==> src/rtl/jtu_pkg.sv <==
package jtu_pkg;

  // Branch condition selector, bits 12:10 of the instruction word.
  typedef enum logic [2:0] {
    CC_NOT_ZERO  = 3'b000,
    CC_ZERO      = 3'b001,
    CC_NO_CARRY  = 3'b010,
    CC_CARRY     = 3'b011,
    CC_NEGATIVE  = 3'b100,
    CC_SIGNED_GE = 3'b101,
    CC_SIGNED_LT = 3'b110,
    CC_ALWAYS    = 3'b111
  } jtu_cond_e;

  // Sequencer state of the two-cycle branch slot.
  typedef enum logic [1:0] {
    SQ_IDLE = 2'b00,
    SQ_EXEC = 2'b01,
    SQ_LOAD = 2'b10
  } jtu_seq_e;

  typedef struct packed {
    logic n;
    logic v;
    logic c;
    logic z;
  } jtu_flags_t;

endpackage

==> src/rtl/jtu_decode.sv <==
module jtu_decode #(
  parameter int INSTR_W  = 16,
  parameter int OPC_W    = 3,
  parameter int COND_W   = 3,
  parameter int OFS_W    = 10,
  parameter logic [OPC_W-1:0] JUMP_OPC = 3'b001
) (
  input  logic [INSTR_W-1:0] instr_i,
  input  jtu_pkg::jtu_flags_t flags_i,
  output logic               is_jump_o,
  output logic               cond_ok_o,
  output logic [OFS_W-1:0]   offset_o
);
  import jtu_pkg::*;

  localparam int OPC_LSB  = INSTR_W - OPC_W;
  localparam int COND_LSB = OFS_W;

  logic [OPC_W-1:0]  opc_field;
  logic [COND_W-1:0] cond_field;
  jtu_cond_e         cond;

  assign opc_field  = instr_i[INSTR_W-1:OPC_LSB];
  assign cond_field = instr_i[COND_LSB+COND_W-1:COND_LSB];
  assign offset_o   = instr_i[OFS_W-1:0];
  assign cond       = jtu_cond_e'(cond_field);

  assign is_jump_o  = (opc_field == JUMP_OPC);

  always_comb begin
    cond_ok_o = 1'b0;
    unique case (cond)
      CC_NOT_ZERO:  cond_ok_o = ~flags_i.z;
      CC_ZERO:      cond_ok_o =  flags_i.z;
      CC_NO_CARRY:  cond_ok_o = ~flags_i.c;
      CC_CARRY:     cond_ok_o =  flags_i.c;
      CC_NEGATIVE:  cond_ok_o =  flags_i.n;
      CC_SIGNED_GE: cond_ok_o = ~(flags_i.n ^ flags_i.v);
      CC_SIGNED_LT: cond_ok_o =  (flags_i.n ^ flags_i.v);
      CC_ALWAYS:    cond_ok_o = 1'b1;
      default:      cond_ok_o = 1'b0;
    endcase
  end

endmodule

==> src/rtl/jtu_target.sv <==
module jtu_target #(
  parameter int ADDR_W = 16,
  parameter int OFS_W  = 10
) (
  input  logic [ADDR_W-1:0] pc_i,
  input  logic [OFS_W-1:0]  offset_i,
  output logic [ADDR_W-1:0] target_o
);
  // Word displacement becomes a byte displacement: one extra low zero bit.
  localparam int EXT_W = ADDR_W - OFS_W - 1;

  logic [ADDR_W-1:0] disp_bytes;
  logic [ADDR_W-1:0] pc_even;

  generate
    if (EXT_W > 0) begin : g_sext
      assign disp_bytes = {{EXT_W{offset_i[OFS_W-1]}}, offset_i, 1'b0};
    end else begin : g_trunc
      assign disp_bytes = {offset_i[ADDR_W-2:0], 1'b0};
    end
  endgenerate

  assign pc_even  = {pc_i[ADDR_W-1:1], 1'b0};
  assign target_o = pc_even + disp_bytes;

endmodule

==> src/rtl/jtu_seq.sv <==
module jtu_seq #(
  parameter int ADDR_W = 16
) (
  input  logic              clk,
  input  logic              rst_n,
  input  logic              start_i,
  input  logic              taken_i,
  input  logic [ADDR_W-1:0] target_i,
  input  logic [ADDR_W-1:0] pc_i,
  output logic              busy_o,
  output logic              done_o,
  output logic              pc_load_o,
  output logic [ADDR_W-1:0] pc_next_o
);
  import jtu_pkg::*;

  jtu_seq_e          state_q, state_d;
  logic              accept;
  logic              taken_q;
  logic [ADDR_W-1:0] target_q;
  logic [ADDR_W-1:0] seqpc_q;

  assign accept = start_i && (state_q == SQ_IDLE);

  always_comb begin
    state_d = state_q;
    unique case (state_q)
      SQ_IDLE: if (accept) state_d = SQ_EXEC;
      SQ_EXEC: state_d = SQ_LOAD;
      SQ_LOAD: state_d = SQ_IDLE;
      default: state_d = SQ_IDLE;
    endcase
  end

  always_ff @(posedge clk or negedge rst_n) begin
    if (!rst_n) state_q <= SQ_IDLE;
    else        state_q <= state_d;
  end

  // Capture registers, loaded only on the accepting edge.
  always_ff @(posedge clk or negedge rst_n) begin
    if (!rst_n) begin
      taken_q  <= 1'b0;
      target_q <= '0;
      seqpc_q  <= '0;
    end else if (accept) begin
      taken_q  <= taken_i;
      target_q <= target_i;
      seqpc_q  <= pc_i;
    end
  end

  assign busy_o    = (state_q != SQ_IDLE);
  assign done_o    = (state_q == SQ_LOAD);
  assign pc_load_o = done_o && taken_q;
  assign pc_next_o = taken_q ? target_q : seqpc_q;

  AST_EXEC_THEN_LOAD: assert property (@(posedge clk) disable iff (!rst_n)
    (state_q == SQ_EXEC) |=> (state_q == SQ_LOAD));
  AST_LOAD_THEN_IDLE: assert property (@(posedge clk) disable iff (!rst_n)
    (state_q == SQ_LOAD) |=> (state_q == SQ_IDLE));
  AST_STROBE_IN_LOAD: assert property (@(posedge clk) disable iff (!rst_n)
    pc_load_o |-> done_o);
  AST_HOLD_WHILE_BUSY: assert property (@(posedge clk) disable iff (!rst_n)
    busy_o |=> ($stable(target_q) && $stable(seqpc_q) && $stable(taken_q)));

endmodule

==> src/rtl/jump_target_unit.sv <==
module jump_target_unit #(
  parameter int ADDR_W  = 16,
  parameter int INSTR_W = 16,
  parameter int OFS_W   = 10
) (
  input  logic               clk,
  input  logic               rst_n,
  input  logic               issue_i,
  input  logic [INSTR_W-1:0] instr_i,
  input  logic [ADDR_W-1:0]  pc_i,
  input  logic               flag_z_i,
  input  logic               flag_c_i,
  input  logic               flag_n_i,
  input  logic               flag_v_i,
  output logic               is_jump_o,
  output logic               taken_o,
  output logic [ADDR_W-1:0]  target_o,
  output logic               busy_o,
  output logic               done_o,
  output logic               pc_load_o,
  output logic [ADDR_W-1:0]  pc_next_o
);
  import jtu_pkg::*;

  localparam int OPC_W  = 3;
  localparam int COND_W = 3;
  localparam int SYNC_W = 2;

  // Reset asserts at once and is released through a short flop chain.
  logic [SYNC_W-1:0] rst_sync_q;
  logic              rst_int_n;

  always_ff @(posedge clk or negedge rst_n) begin
    if (!rst_n) rst_sync_q <= '0;
    else        rst_sync_q <= {rst_sync_q[SYNC_W-2:0], 1'b1};
  end
  assign rst_int_n = rst_sync_q[SYNC_W-1];

  jtu_flags_t       flags;
  logic             cond_ok;
  logic [OFS_W-1:0] offset;

  assign flags = '{n: flag_n_i, v: flag_v_i, c: flag_c_i, z: flag_z_i};

  jtu_decode #(
    .INSTR_W (INSTR_W),
    .OPC_W   (OPC_W),
    .COND_W  (COND_W),
    .OFS_W   (OFS_W),
    .JUMP_OPC(3'b001)
  ) decode_i (
    .instr_i  (instr_i),
    .flags_i  (flags),
    .is_jump_o(is_jump_o),
    .cond_ok_o(cond_ok),
    .offset_o (offset)
  );

  jtu_target #(
    .ADDR_W(ADDR_W),
    .OFS_W (OFS_W)
  ) target_i (
    .pc_i    (pc_i),
    .offset_i(offset),
    .target_o(target_o)
  );

  assign taken_o = is_jump_o && cond_ok;

  jtu_seq #(
    .ADDR_W(ADDR_W)
  ) seq_i (
    .clk      (clk),
    .rst_n    (rst_int_n),
    .start_i  (issue_i && is_jump_o),
    .taken_i  (taken_o),
    .target_i (target_o),
    .pc_i     (pc_i),
    .busy_o   (busy_o),
    .done_o   (done_o),
    .pc_load_o(pc_load_o),
    .pc_next_o(pc_next_o)
  );

  AST_NONJUMP_NO_SLOT: assert property (@(posedge clk) disable iff (!rst_int_n)
    (!busy_o && issue_i && !is_jump_o) |=> !busy_o);
  AST_TAKEN_NEEDS_JUMP: assert property (@(posedge clk) disable iff (!rst_int_n)
    taken_o |-> is_jump_o);
  AST_ISSUE_STARTS_SLOT: assert property (@(posedge clk) disable iff (!rst_int_n)
    (!busy_o && issue_i && is_jump_o) |=> (busy_o && !done_o));
  AST_TARGET_EVEN: assert property (@(posedge clk) disable iff (!rst_int_n)
    is_jump_o |-> (target_o[0] == 1'b0));

endmodule

==> config.mk <==
export PLATFORM = sky130hd
export DESIGN_NAME = jump_target_unit
export DESIGN_NICKNAME = d
export VERILOG_FILES = /design/src/rtl/jtu_pkg.sv /design/src/rtl/jtu_decode.sv /design/src/rtl/jtu_target.sv /design/src/rtl/jtu_seq.sv /design/src/rtl/jump_target_unit.sv
export SDC_FILE = /design/constraint.sdc
export NUM_CORES = 1
export LEC_CHECK = 0
export ABC_CLOCK_PERIOD_IN_PS = 5300
export BUFFER_PORTS_ARGS = -buffer_cell sky130_fd_sc_hd__buf_2
export CORE_ASPECT_RATIO = 1.5
export CORE_MARGIN = 8
export CORE_UTILIZATION = 56
export CTS_CLUSTER_SIZE = 20
export DETAILED_ROUTE_END_ITERATION = 10
export PLACE_DENSITY = 0.86
export RECOVER_POWER = 50
export REMOVE_ABC_BUFFERS = 1
export SLEW_MARGIN = 20
export SYNTH_ARGS = -nofsm -noshare
export SYNTH_HDL_FRONTEND = slang
export SYNTH_SLANG_ARGS = --single-unit
==> constraint.sdc <==
create_clock -name clk -period 5.3 [get_ports clk]
set_input_delay 0.265 -clock clk [delete_from_list [all_inputs] [get_ports clk]]
set_output_delay 0.265 -clock clk [all_outputs]
set_load 0.1 [all_outputs]
---- Word-level counts from Yosys, hierarchy flattened ----
Cells that the tools add are included.
storage, ports and cells
  logic and storage cells ................. 32
  input port bits ......................... 39
  flip-flop bits (word level) ............. 37
operators by class
  add/subtract/negate cells ............... 1
  eq/ne operators ......................... 11
  reductions and logical operators ........ 7
  multiplexer cells ....................... 4
  bitwise operators ....................... 4
operators with widths
  cell                                                                   count
  16-bit adder                                                           1
  16-bit two-way mux                                                     1
  3-bit equality test, second input constant                             4
  1-bit one-hot mux with 8 select lines                                  1
  3-bit by 1-bit equality test with 1-bit output, second input constant  2
  3-bit by 2-bit equality test with 1-bit output, second input constant  2
  1-bit logical AND                                                      4
  2-bit one-hot mux with 2 select lines                                  1
  3-bit logical NOT                                                      1
  1-bit inverter                                                         3
  2-bit by 1-bit equality test with 1-bit output, second input constant  1
  2-bit equality test, second input constant                             1
  2-bit logical NOT                                                      1
  2-bit two-way mux                                                      1
  2-bit by 1-bit != test with 1-bit output, second input constant        1
  2-bit nonzero test                                                     1
  1-bit bitwise XOR                                                      1

---- Depth between registers and ports, before layout ----
Gate-level depths: netlist (run 1).
  word-level depth ........................ 5
  gate-level depth with buffers ........... 7

---- Hierarchy ----
A second synthesis (run 1) with hierarchy kept.
unflattened totals
  cells, all modules ...................... 204
  area total of the unflattened synthesis .. 2411.1 um^2
by module, submodules not included
  module            cells an instance  seq. area each (um^2)  area each (um^2)  times used
  jtu_seq           94                 875.8                  1516.5            1
  jtu_target        88                 0.0                    674.4             1
  jtu_decode        17                 0.0                    153.9             1
  jump_target_unit  5                  50.0                   66.3              1

---- Least setup slack after synthesis (run 1) ----
OpenSTA, ideal clock, no wires.
  path type ............................... input -> register
  start point ............................. in instr_i[6]
  end point ............................... reg seq_i.target_q[10]
  data arrival time ....................... 4077 ps
  setup slack ............................. 1143 ps
  cell stages on the path ................. 7
  path buffers ............................ 1
  path through ............................ ha_1 -> buf_6 -> a21o_1 -> a221o_1 -> and2_4 -> a211oi_1 -> mux2_2
on the way
  cells in the longest elaborated chain, start to end .. 1
ends and longest elaborated chain
  item                    RTL line                text
  start: declaration      jump_target_unit.sv:9   input logic [INSTR_W-1:0] instr_i,
  16-bit adder            jtu_target.sv:24        assign target_o = pc_even + disp_bytes;
  named net target_o[10]  jump_target_unit.sv:17  output logic [ADDR_W-1:0] target_o,
  end signal: assignment  jtu_seq.sv:48           target_q <= target_i;
  end: declaration        jtu_seq.sv:20           logic [ADDR_W-1:0] target_q;
The timed path passes the listed nets, and every way through them passes these cells.
A chain may end at the register's enable or synchronous reset.

---- Final worst setup path (run 1) ----
  start point ............................. in instr_i[0]
  end point ............................... out target_o[13]
on the way
  cells in the longest elaborated chain, start to end .. 1
ends and longest elaborated chain
  item              RTL line
  16-bit adder      jtu_target.sv:24
  end: declaration  jump_target_unit.sv:17
No other way between the ends.

==> impl_metrics.py, run 1 <==
metrics = {
    "status": {
        "status": "complete, but fails checks",
        "violations": "capacitance limit, slew limit",
    },
    "sta": {
        "max_freq_ghz": 0.341,
        "hold_viol": 0,
        "fin_crit_sh_pct": 55.3,
        "slew_headroom_pct": -18.1,
        "skew_ns": 0.00980,
        "final-setup-viol-count": 0,
        "worst_pin_slew_ns": 1.77,
        "timing.hold.ws_ns": 0.165,
        "rsz0062_at_grt": "false",
        "post-route-min-period_ns": 2.93,
        "drv_slew": 35,
        "fin_setup_tns_ns": 0,
    },
    "layout": {
        "nNetsFinal": 415,
        "syn_to_final_growth_pct": 17.6,
        "diodes": 0,
        "instances_no_fill": 408,
        "stdcell_area_um2": 2930,
        "multi_input_area_um2": 1480,
        "fillers": 360,
        "regArea_um2": 901,
        "final_layout_size_suffix_gt1_share_pct": 25.4,
    },
    "route": {
        "drt-initial-drc-count": 96,
        "vias": 2283,
        "route.detailed.drc": 0,
        "wl_um": 6020,
        "ant_nets": 0,
        "via_per_inst": 5.60,
        "wl_per_cell_um": 14.8,
        "first_pass_iters": 4,
    },
    "setup_path": {
        "critPathLaunchType": "primary input",
        "worstSetupPathType": "in -> out",
        "worst_ep_arrival_time_ns": 2.66,
        "cp.buffers_inverters": 2,
        "crit_fanout": 3,
        "cp_slowest_cell": "a311oi_1",
        "crit_chain": "buf_2 > ha_1 > fa_1 > a21oi_1 > o21ai_0 > a311oi_1 > o21ai_0 > xnor2_1 > buf_2",
        "cp.required_ns": 5.04,
        "max_stage_delay_ns": 0.44,
        "cp-end-kind": "output port",
        "crit_family": "compound AO/OA/AOI/OAI gates",
    },
    "global_route": {
        "grt_pass1_vias": 2331,
        "grt_overflow_total": 0,
        "grt_pass1_wl_um": 10100,
        "grt_use_total_pct": 17.3,
        "grt_max_degree": 38,
        "antenna_found_initial": 0,
    },
    "floorplanning": {
        "die_h_um": 97.7,
        "num_rows": 29,
        "io_pins": 76,
        "core_area_um2": 4250,
        "die_area_um2": 6890,
        "die_width_um": 70.5,
        "initial_core_util_pct": 58.7,
    },
    "cts": {
        "htreeDepth": 2,
        "cts_resized": 0,
        "clk_path_buf_depth": 2,
        "clock_sinks": 36,
        "cts_inserted_buffers": 5,
        "root_buffer": "clkbuf_8",
        "post-cts-setup-buffer-count": 0,
        "cts_hold_buf": 1,
        "cts_tree": "done",
        "path_clk_slew_ns": 0.07,
        "insertion_delay_ns": 0.29,
    },
    "place": {
        "gp_congestion": 0.919,
        "numPortBuffers": 74,
        "place_area_um2": 2860,
        "dpl.cell_count": 399,
        "hpwl_um": 4560,
    },
    "synth": {
        "synth-edff-count": 0,
        "synth-xor-area-share_pct": 4.22,
        "synth_top_family_by_area": "simple AND/OR/NAND/NOR gates",
        "syn-cell-area_um2": 2490,
        "avgSynthCellArea_um2": 8.48,
        "ys_warn_count": 0,
        "synth_fa_ha_area_share_pct": 7.83,
        "synth.distinct_cells": 47,
        "synthFlopType": "dfrtp_1",
        "synthSimpleGateAreaFrac_pct": 22.6,
        "yosysSeqAreaShare_pct": 36.1,
        "synthCells": 294,
        "synth_seq_cells": 36,
        "synthMuxAreaShare_pct": 9.84,
        "async_reset_ff_share_pct": 100,
        "synth_compound_area_share_pct": 14.6,
    },
    "pwr": {
        "leakagePower_nw": 1.49,
        "vdd_drop_max_v": 0.000421,
        "powerDensity_nw_per_um2": 417,
        "power_w": 0.00122,
    },
    "flow_run": {
        "drv_cap": 1,
    },
    "worst_hold_path": {
        "hp-class": "in -> reg",
    },
}
-- tightest hold or removal path: stages --
cell,delay [ns]
buf_2,0.07
nand2_1,0.04
nand2_1,0.05
-- per-stage QoR --
stage               util, %  setup slack, ns
floorplan                 -            0.429
global placement       67.3             2.43
detailed placement     67.3             2.37
CTS                    69.6             2.37
global route           69.0             2.21
finish                 69.0             2.37
-- Yosys cell counts (all sizes together) (4+ instances only) --
library cell | number | area share, %
nand2 | 73 | 11
buf | 7 | 1.7
mux2 | 20 | 9.0
ha | 14 | 7.0
xnor2 | 7 | 2.5
nand3 | 10 | 2.2
a21o | 5 | 1.5
inv | 7 | 1.1
nor3b | 5 | 1.5
xor2 | 5 | 1.8
a21oi | 20 | 4.0
o21ai | 14 | 2.8
nor2 | 12 | 1.8
nor3 | 5 | 1.0
and2 | 4 | 1.1
clkbuf | 10 | 1.5
dfrtp | 36 | 36
-- flip-flops by register name, indices dropped and copies added (netlist names) --
register / cells
rst_sync_q: 2
seq_i.seqpc_q: 16
seq_i.state_q: 2
seq_i.taken_q: 1
seq_i.target_q: 15
-- layout by cell type (no fill, tap or decap), drive strengths merged, types with 2 or more instances in the layout --
cell type  synthesis  final
xnor2              7      7
nor3               5      5
nor2b              3      3
clkbuf            10     21
mux2i              2      2
a21oi             20     20
xor2               5      5
and3               2      2
buf                7     60
nand2             73     73
inv                7      7
a211oi             3      3
or4                2      2
ha                14     14
nand3             10     10
mux2              20     20
o211ai             3      3
o21ai             14     14
nor3b              5      5
clkinv             1      4
and2               4      4
nor2              12     12
a21o               5      5
o211a              2      2
o21a               2      2
dfrtp             36     36
or3                3      3
a221oi             2      2
conb               2      2
-- per-layer routing --
metal	GRT usage, %	vias up	part of all wire, %	wire [um]
met1	17.7	1051	39	2370
met4	7.45	0	2.2	131
li1	-	1148	-	-
met3	4.91	12	6.0	361
met2	31.5	72	52	3160
met5	0	-	0	0
-- logic make-up (layout without fill, tap and decap cells) --
kind of cell,after synthesis,count (layout)
AND/OR/NAND/NOR,124,124
multiplexers,22,22
buffers and inverters,25,93
XOR/XNOR,12,12
adder cells (fa/ha/maj),15,15
other,2,2
flip-flops,36,36
AO/OA/AOI/OAI,58,58
-- cell type report --
cell class,instances,share of cell area [%]
Clock inverter,3,0.640
Inverter,8,1.02
Multi-Input combinational cell,233,50.6
Tap cell,46,1.96
Timing Repair Buffer,77,12.7
Sequential cell,36,30.7
Clock buffer,5,2.35
-- power by group --
| part | internal [W] | switching (W) |
|---|---|---|
| Sequential | 0.000332 | 0.0000321 |
| Clock | 0.0000915 | 0.000101 |
| Combinational | 0.000138 | 0.000526 |
-- path summary, 6_finish.rpt --
| kind | cells past startpoint | to | slack [ns] | startpoint |
|---|---|---|---|---|
| worst max-delay path | 9 | target_o[13] | 2.37 | instr_i[0] |
| max in group asynchronous | 1 | seq_i.target_q[13]$_DFFE_PN0P_ | 3.47 | rst_sync_q[1]$_DFF_PN0_ |
| worst max register to register | 5 | seq_i.taken_q$_DFFE_PN0P_ | 2.78 | seq_i.state_q[1]$_DFFE_PN0P_ |
| worst min register to register | 0 | rst_sync_q[1]$_DFF_PN0_ | 0.36 | rst_sync_q[0]$_DFF_PN0_ |
| min in group asynchronous | 2 | rst_sync_q[0]$_DFF_PN0_ | 0.29 | rst_n |
| worst min-delay path | 3 | seq_i.seqpc_q[0]$_DFFE_PN0P_ | 0.16 | pc_i[0] |
(Power assumes the default switching activity.)
==> run 2: changes to the inputs <==
Settings changed: ABC_AREA set to 1, ABC_CLOCK_PERIOD_IN_PS 5300 to 2400, CORE_UTILIZATION 56 to 47, PLACE_DENSITY 0.86 to 0.77.
Clock period 5.3 ns to 2.4 ns, I/O delays scaled along.
==> impl_metrics.py, run 2 <==
metrics = {
    "status": {
        "status": "finished clean",
    },
    "synth": {
        "synth_seq_cells": 36,
        "ys_warn_count": 0,
        "synth.most_common_cell": "nand2_1",
        "synthFlopType": "dfrtp_1",
        "synthTopCellsByCount": "186 x nand2_1, 39 x inv_1, 36 x dfrtp_1",
        "yosysTopAreaCellShare_pct": 35.3,
        "synthCells": 379,
        "yosysSeqAreaShare_pct": 35.3,
        "synth-edff-count": 0,
        "synth.distinct_cells": 33,
        "syn-cell-area_um2": 2550,
        "async_reset_ff_share_pct": 100,
        "synthTopCellsByArea": "dfrtp_1 35%, nand2_1 27%, ha_1 6.9%",
        "avgSynthCellArea_um2": 6.74,
        "synth_top_area_cell": "dfrtp_1",
    },
    "cts": {
        "cts_tree": "done",
        "insertion_delay_ns": 0.29,
        "root_buffer": "clkbuf_8",
        "path_clk_slew_ns": 0.07,
        "cts_inserted_buffers": 5,
        "clk_path_buf_depth": 2,
        "post-cts-setup-buffer-count": 0,
        "cts_hold_buf": 1,
        "htreeDepth": 2,
        "cts_resized": 0,
        "clock_sinks": 36,
    },
    "layout": {
        "layout_commonest_cell": "nand2_1",
        "largest_register": "seq_i.seqpc_q",
        "largest_reg_flops": 16,
        "diodes": 0,
        "instances_no_fill": 525,
        "syn_to_final_growth_pct": 23.4,
        "nNetsFinal": 509,
        "reg_top3": "seq_i.seqpc_q x16, seq_i.target_q x15",
        "layout_common_cells": "186 x nand2_1, 58 x buf_2, 40 x inv_1",
        "final_layout_size_suffix_gt1_share_pct": 20.9,
    },
    "global_route": {
        "grt_pass1_wl_um": 10800,
        "antenna_found_initial": 0,
        "grt_use_total_pct": 16.1,
        "grt_pass1_vias": 2532,
        "grt_overflow_total": 0,
        "grt_max_degree": 35,
    },
    "sta": {
        "fin_crit_sh_pct": 86.1,
        "hold_viol": 0,
        "final-setup-viol-count": 0,
        "max_freq_ghz": 0.484,
        "worst_pin_slew_ns": 1.19,
        "skew_ns": 0.00243,
        "rsz0062_at_grt": "false",
        "post-route-min-period_ns": 2.07,
        "timing.hold.ws_ns": 0.0456,
        "drv_slew": 0,
        "slew_headroom_pct": 20.8,
    },
    "floorplanning": {
        "die_area_um2": 8100,
        "num_rows": 33,
        "io_pins": 76,
        "core_area_um2": 5370,
        "die_h_um": 106,
        "die_width_um": 76.2,
        "initial_core_util_pct": 47.6,
    },
    "worst_hold_path": {
        "hp-class": "in -> reg",
    },
    "flow_run": {
        "drv_cap": 0,
    },
    "pwr": {
        "powerDensity_nw_per_um2": 879,
        "vdd_drop_max_v": 0.000483,
        "power_w": 0.00277,
        "leakagePower_nw": 1.87,
    },
    "setup_path": {
        "critPathLaunchType": "flop",
        "worst_ep_arrival_time_ns": 1.95,
        "cp.required_ns": 2.28,
        "crit_fanout": 19,
        "r2r_end": "seq_i.target_q[4]$_DFFE_PN0P_",
        "worst-r2r-setup-slack_ns": 0.38,
        "r2r-start": "seq_i.state_q[0]$_DFFE_PN0P_",
        "worstSetupPathType": "reg -> out",
        "worstSetupEndpoint": "pc_next_o[3]",
        "critPathLaunch": "seq_i.taken_q$_DFFE_PN0P_",
        "cp-end-kind": "output port",
        "ff2ff_path_depth": 5,
    },
    "place": {
        "dpl.cell_count": 517,
        "hpwl_um": 4970,
        "gp_congestion": 0.861,
        "numPortBuffers": 74,
    },
    "route": {
        "via_per_inst": 4.70,
        "first_pass_iters": 4,
        "wl_per_cell_um": 12.0,
        "vias": 2467,
        "route.detailed.drc": 0,
        "drt-initial-drc-count": 141,
        "wl_um": 6300,
        "ant_nets": 0,
    },
}
## run 2: cell types whose count changed in the layout (fill, tap and decap cells not counted), sizes merged, moves of 6 or more
cell | before | now
xnor2 | 7 | 1
nor2 | 12 | 18
nand2 | 73 | 193
a21oi | 20 | 8
mux2 | 20 | 0
buf | 60 | 66
inv | 7 | 48
## run 2: how the worst min path moves through the flow
stage	from	to	slack (ns)	depth (start not counted)
finish	pc_i[0]	seq_i.seqpc_q[0]$_DFFE_PN0P_	0.05	3
global route	pc_i[13]	seq_i.seqpc_q[13]$_DFFE_PN0P_	0.05	3
CTS	pc_i[0]	seq_i.seqpc_q[0]$_DFFE_PN0P_	0.04	3
detailed placement	rst_n	rst_sync_q[0]$_DFF_PN0_	-0.09	1
global placement	rst_n	rst_sync_q[1]$_DFF_PN0_	-0.1	1
floorplan	rst_n	rst_sync_q[0]$_DFF_PN0_	-0.18	0
## run 2: metrics by stage
stage	util [%]	TNS, ns	worst slack [ns]	area (um^2)
2_1_floorplan	-	-4.50	-0.847	2490
3_3_place_gp	57.0	0	0.386	3060
3_5_place_dp	57.0	0	0.383	3060
4_1_cts	59.0	0	0.331	3170
5_1_grt	58.7	0	0.142	3150
6_report	58.7	0	0.333	3150
## run 2: worst max-delay path: stages, from the launching register on
cell	delay, ns
dfrtp_1	0.35
clkinv_1	0.50
o21ai_0	0.57
buf_12	0.23
## run 2: report_power, final
group          switching, W  internal [W]
combinational       0.00121      0.000318
clock              0.000204      0.000255
sequential        0.0000577      0.000730
## run 2: metal layers
metal  GRT usage [%]  share of wire, %  up-vias
met5               0                 0        -
met4            7.04               1.4        0
met3            3.97               5.5        7
met2            30.5                54       50
met1            16.0                39     1120
li1                -                 -     1290
## run 2: cell type report
type | instances | area [um^2]
clock buffers | 7 | 96.3
fillers | 515 | 2220
inverters | 49 | 184
multi-input cells | 285 | 1410
flip-flops and latches | 36 | 901
well taps | 70 | 87.6
repair buffers | 78 | 477
## run 2: kinds of logic (layout without fill, tap and decap cells)
| group | after synthesis | in the layout | synth area share [%] |
|---|---|---|---|
| other cells | 2 | 2 | 0.294 |
| flops | 36 | 36 | 35.3 |
| simple gates | 242 | 242 | 39.5 |
| compound gates | 17 | 17 | 3.92 |
| buf+inv | 58 | 134 | 9.70 |
| xor+xnor | 9 | 9 | 3.67 |
| fa+ha+maj | 15 | 15 | 7.64 |
==> run 3: changes to the inputs <==
Settings changed: REMOVE_ABC_BUFFERS 1 to unset.
==> impl_metrics.py, run 3 (same netlist as run 2, synthesis figures left out) <==
metrics = {
    "cts": {
        "post-cts-setup-buffer-count": 0,
        "clk_path_buf_depth": 2,
        "cts_tree": "done",
        "cts_hold_buf": 1,
        "path_clk_slew_ns": 0.07,
        "insertion_delay_ns": 0.29,
        "root_buffer": "clkbuf_8",
        "htreeDepth": 2,
        "clock_sinks": 36,
        "cts_inserted_buffers": 5,
        "cts_resized": 0,
    },
    "setup_path": {
        "ff2ff_path_depth": 5,
        "r2r-start": "seq_i.state_q[1]$_DFFE_PN0P_",
        "worst_ep_arrival_time_ns": 1.98,
        "crit_chain": "buf_2 > ha_1 > nor2_1 > a21oi_2 > xor2_2 > clkbuf_1",
        "critPathLaunchType": "primary input",
        "r2r_end": "seq_i.target_q[3]$_DFFE_PN0P_",
        "cp_slowest_cell": "clkbuf_1",
        "worst-r2r-setup-slack_ns": 0.42,
        "cp-end-kind": "output port",
        "critPathLaunch": "pc_i[3]",
        "crit_family": "buffers and inverters",
        "crit_fanout": 4,
        "worstSetupEndpoint": "target_o[4]",
        "worstSetupPathType": "in -> out",
        "cp.required_ns": 2.28,
        "max_stage_delay_ns": 0.88,
        "critical_path_depth": 6,
        "cp.buffers_inverters": 2,
    },
    "sta": {
        "skew_ns": 0.00918,
        "setup_slack_ns": 0.303,
        "fin_crit_sh_pct": 87.4,
        "hold_viol": 0,
        "slew_headroom_pct": 20.9,
        "final-setup-viol-count": 0,
        "worst_pin_slew_ns": 1.19,
        "rsz0062_at_grt": "false",
        "drv_slew": 0,
        "max_freq_ghz": 0.477,
        "post-route-min-period_ns": 2.10,
    },
    "layout": {
        "fin_util_pct": 59.4,
        "layout_commonest_cell": "nand2_1",
        "largest_register": "seq_i.seqpc_q",
        "reg_top3": "seq_i.seqpc_q x16, seq_i.target_q x15",
        "largest_reg_flops": 16,
        "final_layout_size_suffix_gt1_share_pct": 22.4,
        "diodes": 0,
        "nNetsFinal": 509,
        "syn_to_final_growth_pct": 24.9,
        "regArea_um2": 901,
        "multi_input_area_um2": 1450,
        "fillers": 523,
        "layout_common_cells": "186 x nand2_1, 58 x buf_2, 39 x inv_1",
    },
    "pwr": {
        "vdd_drop_max_v": 0.000428,
        "leakagePower_nw": 1.88,
        "power_w": 0.00285,
        "powerDensity_nw_per_um2": 892,
    },
    "status": {
        "status": "finished clean",
    },
    "route": {
        "wl_um": 6550,
        "route.detailed.drc": 0,
        "via_per_inst": 4.70,
        "vias": 2472,
        "drt-initial-drc-count": 117,
        "wl_per_cell_um": 12.5,
        "first_pass_iters": 6,
        "ant_nets": 0,
    },
    "worst_hold_path": {
        "holdPathStages": 3,
        "hp-class": "in -> reg",
        "min-delay-start": "pc_i[0]",
    },
    "global_route": {
        "grt_max_degree": 35,
        "grt_overflow_total": 0,
        "antenna_found_initial": 0,
        "grt_pass1_wl_um": 11200,
        "grt_pass1_vias": 2497,
        "grt_use_total_pct": 16.7,
    },
    "place": {
        "gp_congestion": 0.852,
        "hpwl_um": 5310,
        "place_ws_ns": 0.364,
        "numPortBuffers": 74,
    },
    "synth": {
        "syn-num-nets": 433,
    },
    "floorplanning": {
        "num_rows": 33,
        "die_area_um2": 8100,
        "io_pins": 76,
        "die_width_um": 76.2,
        "die_h_um": 106,
        "initial_core_util_pct": 47.6,
        "core_area_um2": 5370,
    },
    "flow_run": {
        "drv_cap": 0,
    },
}
## run 3: layer usage
layer,track usage (%),vias up,share of wire (%)
met4,6.35,0,2.1
met2,30.7,74,51
met1,18.1,1095,42
met5,0,-,0
met3,3.63,15,5.1
li1,-,1288,-
## run 3: area by class of cell
class                   instances  share of cell area [%]
flip-flops and latches         36                    28.2
repair buffers                 78                    14.5
clock inverters                 2                    1.10
multi-input cells             285                    45.4
well taps                      70                    2.75
clock buffers                   6                    2.27
inverters                      49                    5.76
## run 3: through the flow
step	hold slack, ns	area [um^2]	TNS, ns	instances
global placement	-0.0952	3090	0	517
floorplan	-0.176	2600	-1.40	379
finish	0.0509	3190	0	526
detailed placement	-0.0936	3090	0	517
CTS	0.0459	3210	0	526
global route	0.0684	3190	0	526
## run 3: where the power goes
group | total (W) | switching, W | internal, W
combinational | 0.00154 | 0.00122 | 0.000324
clock | 0.000515 | 0.000207 | 0.000308
sequential | 0.000790 | 0.0000606 | 0.000730
## run 3: worst min-delay path by stage
stage,end
2_1_floorplan,rst_sync_q[0]$_DFF_PN0_
3_3_place_gp,rst_sync_q[1]$_DFF_PN0_
3_5_place_dp,rst_sync_q[0]$_DFF_PN0_
4_1_cts,seq_i.seqpc_q[0]$_DFFE_PN0P_
5_1_grt,seq_i.seqpc_q[3]$_DFFE_PN0P_
6_report,seq_i.seqpc_q[0]$_DFFE_PN0P_
## run 3: worst reg2reg max path, stage by stage, from the launching register on
cell and delay [ns]:
dfrtp_1 0.38, inv_1 0.10, nand2_1 0.11, nor2_4 0.47
clkbuf_1 0.59, o21ai_0 0.19
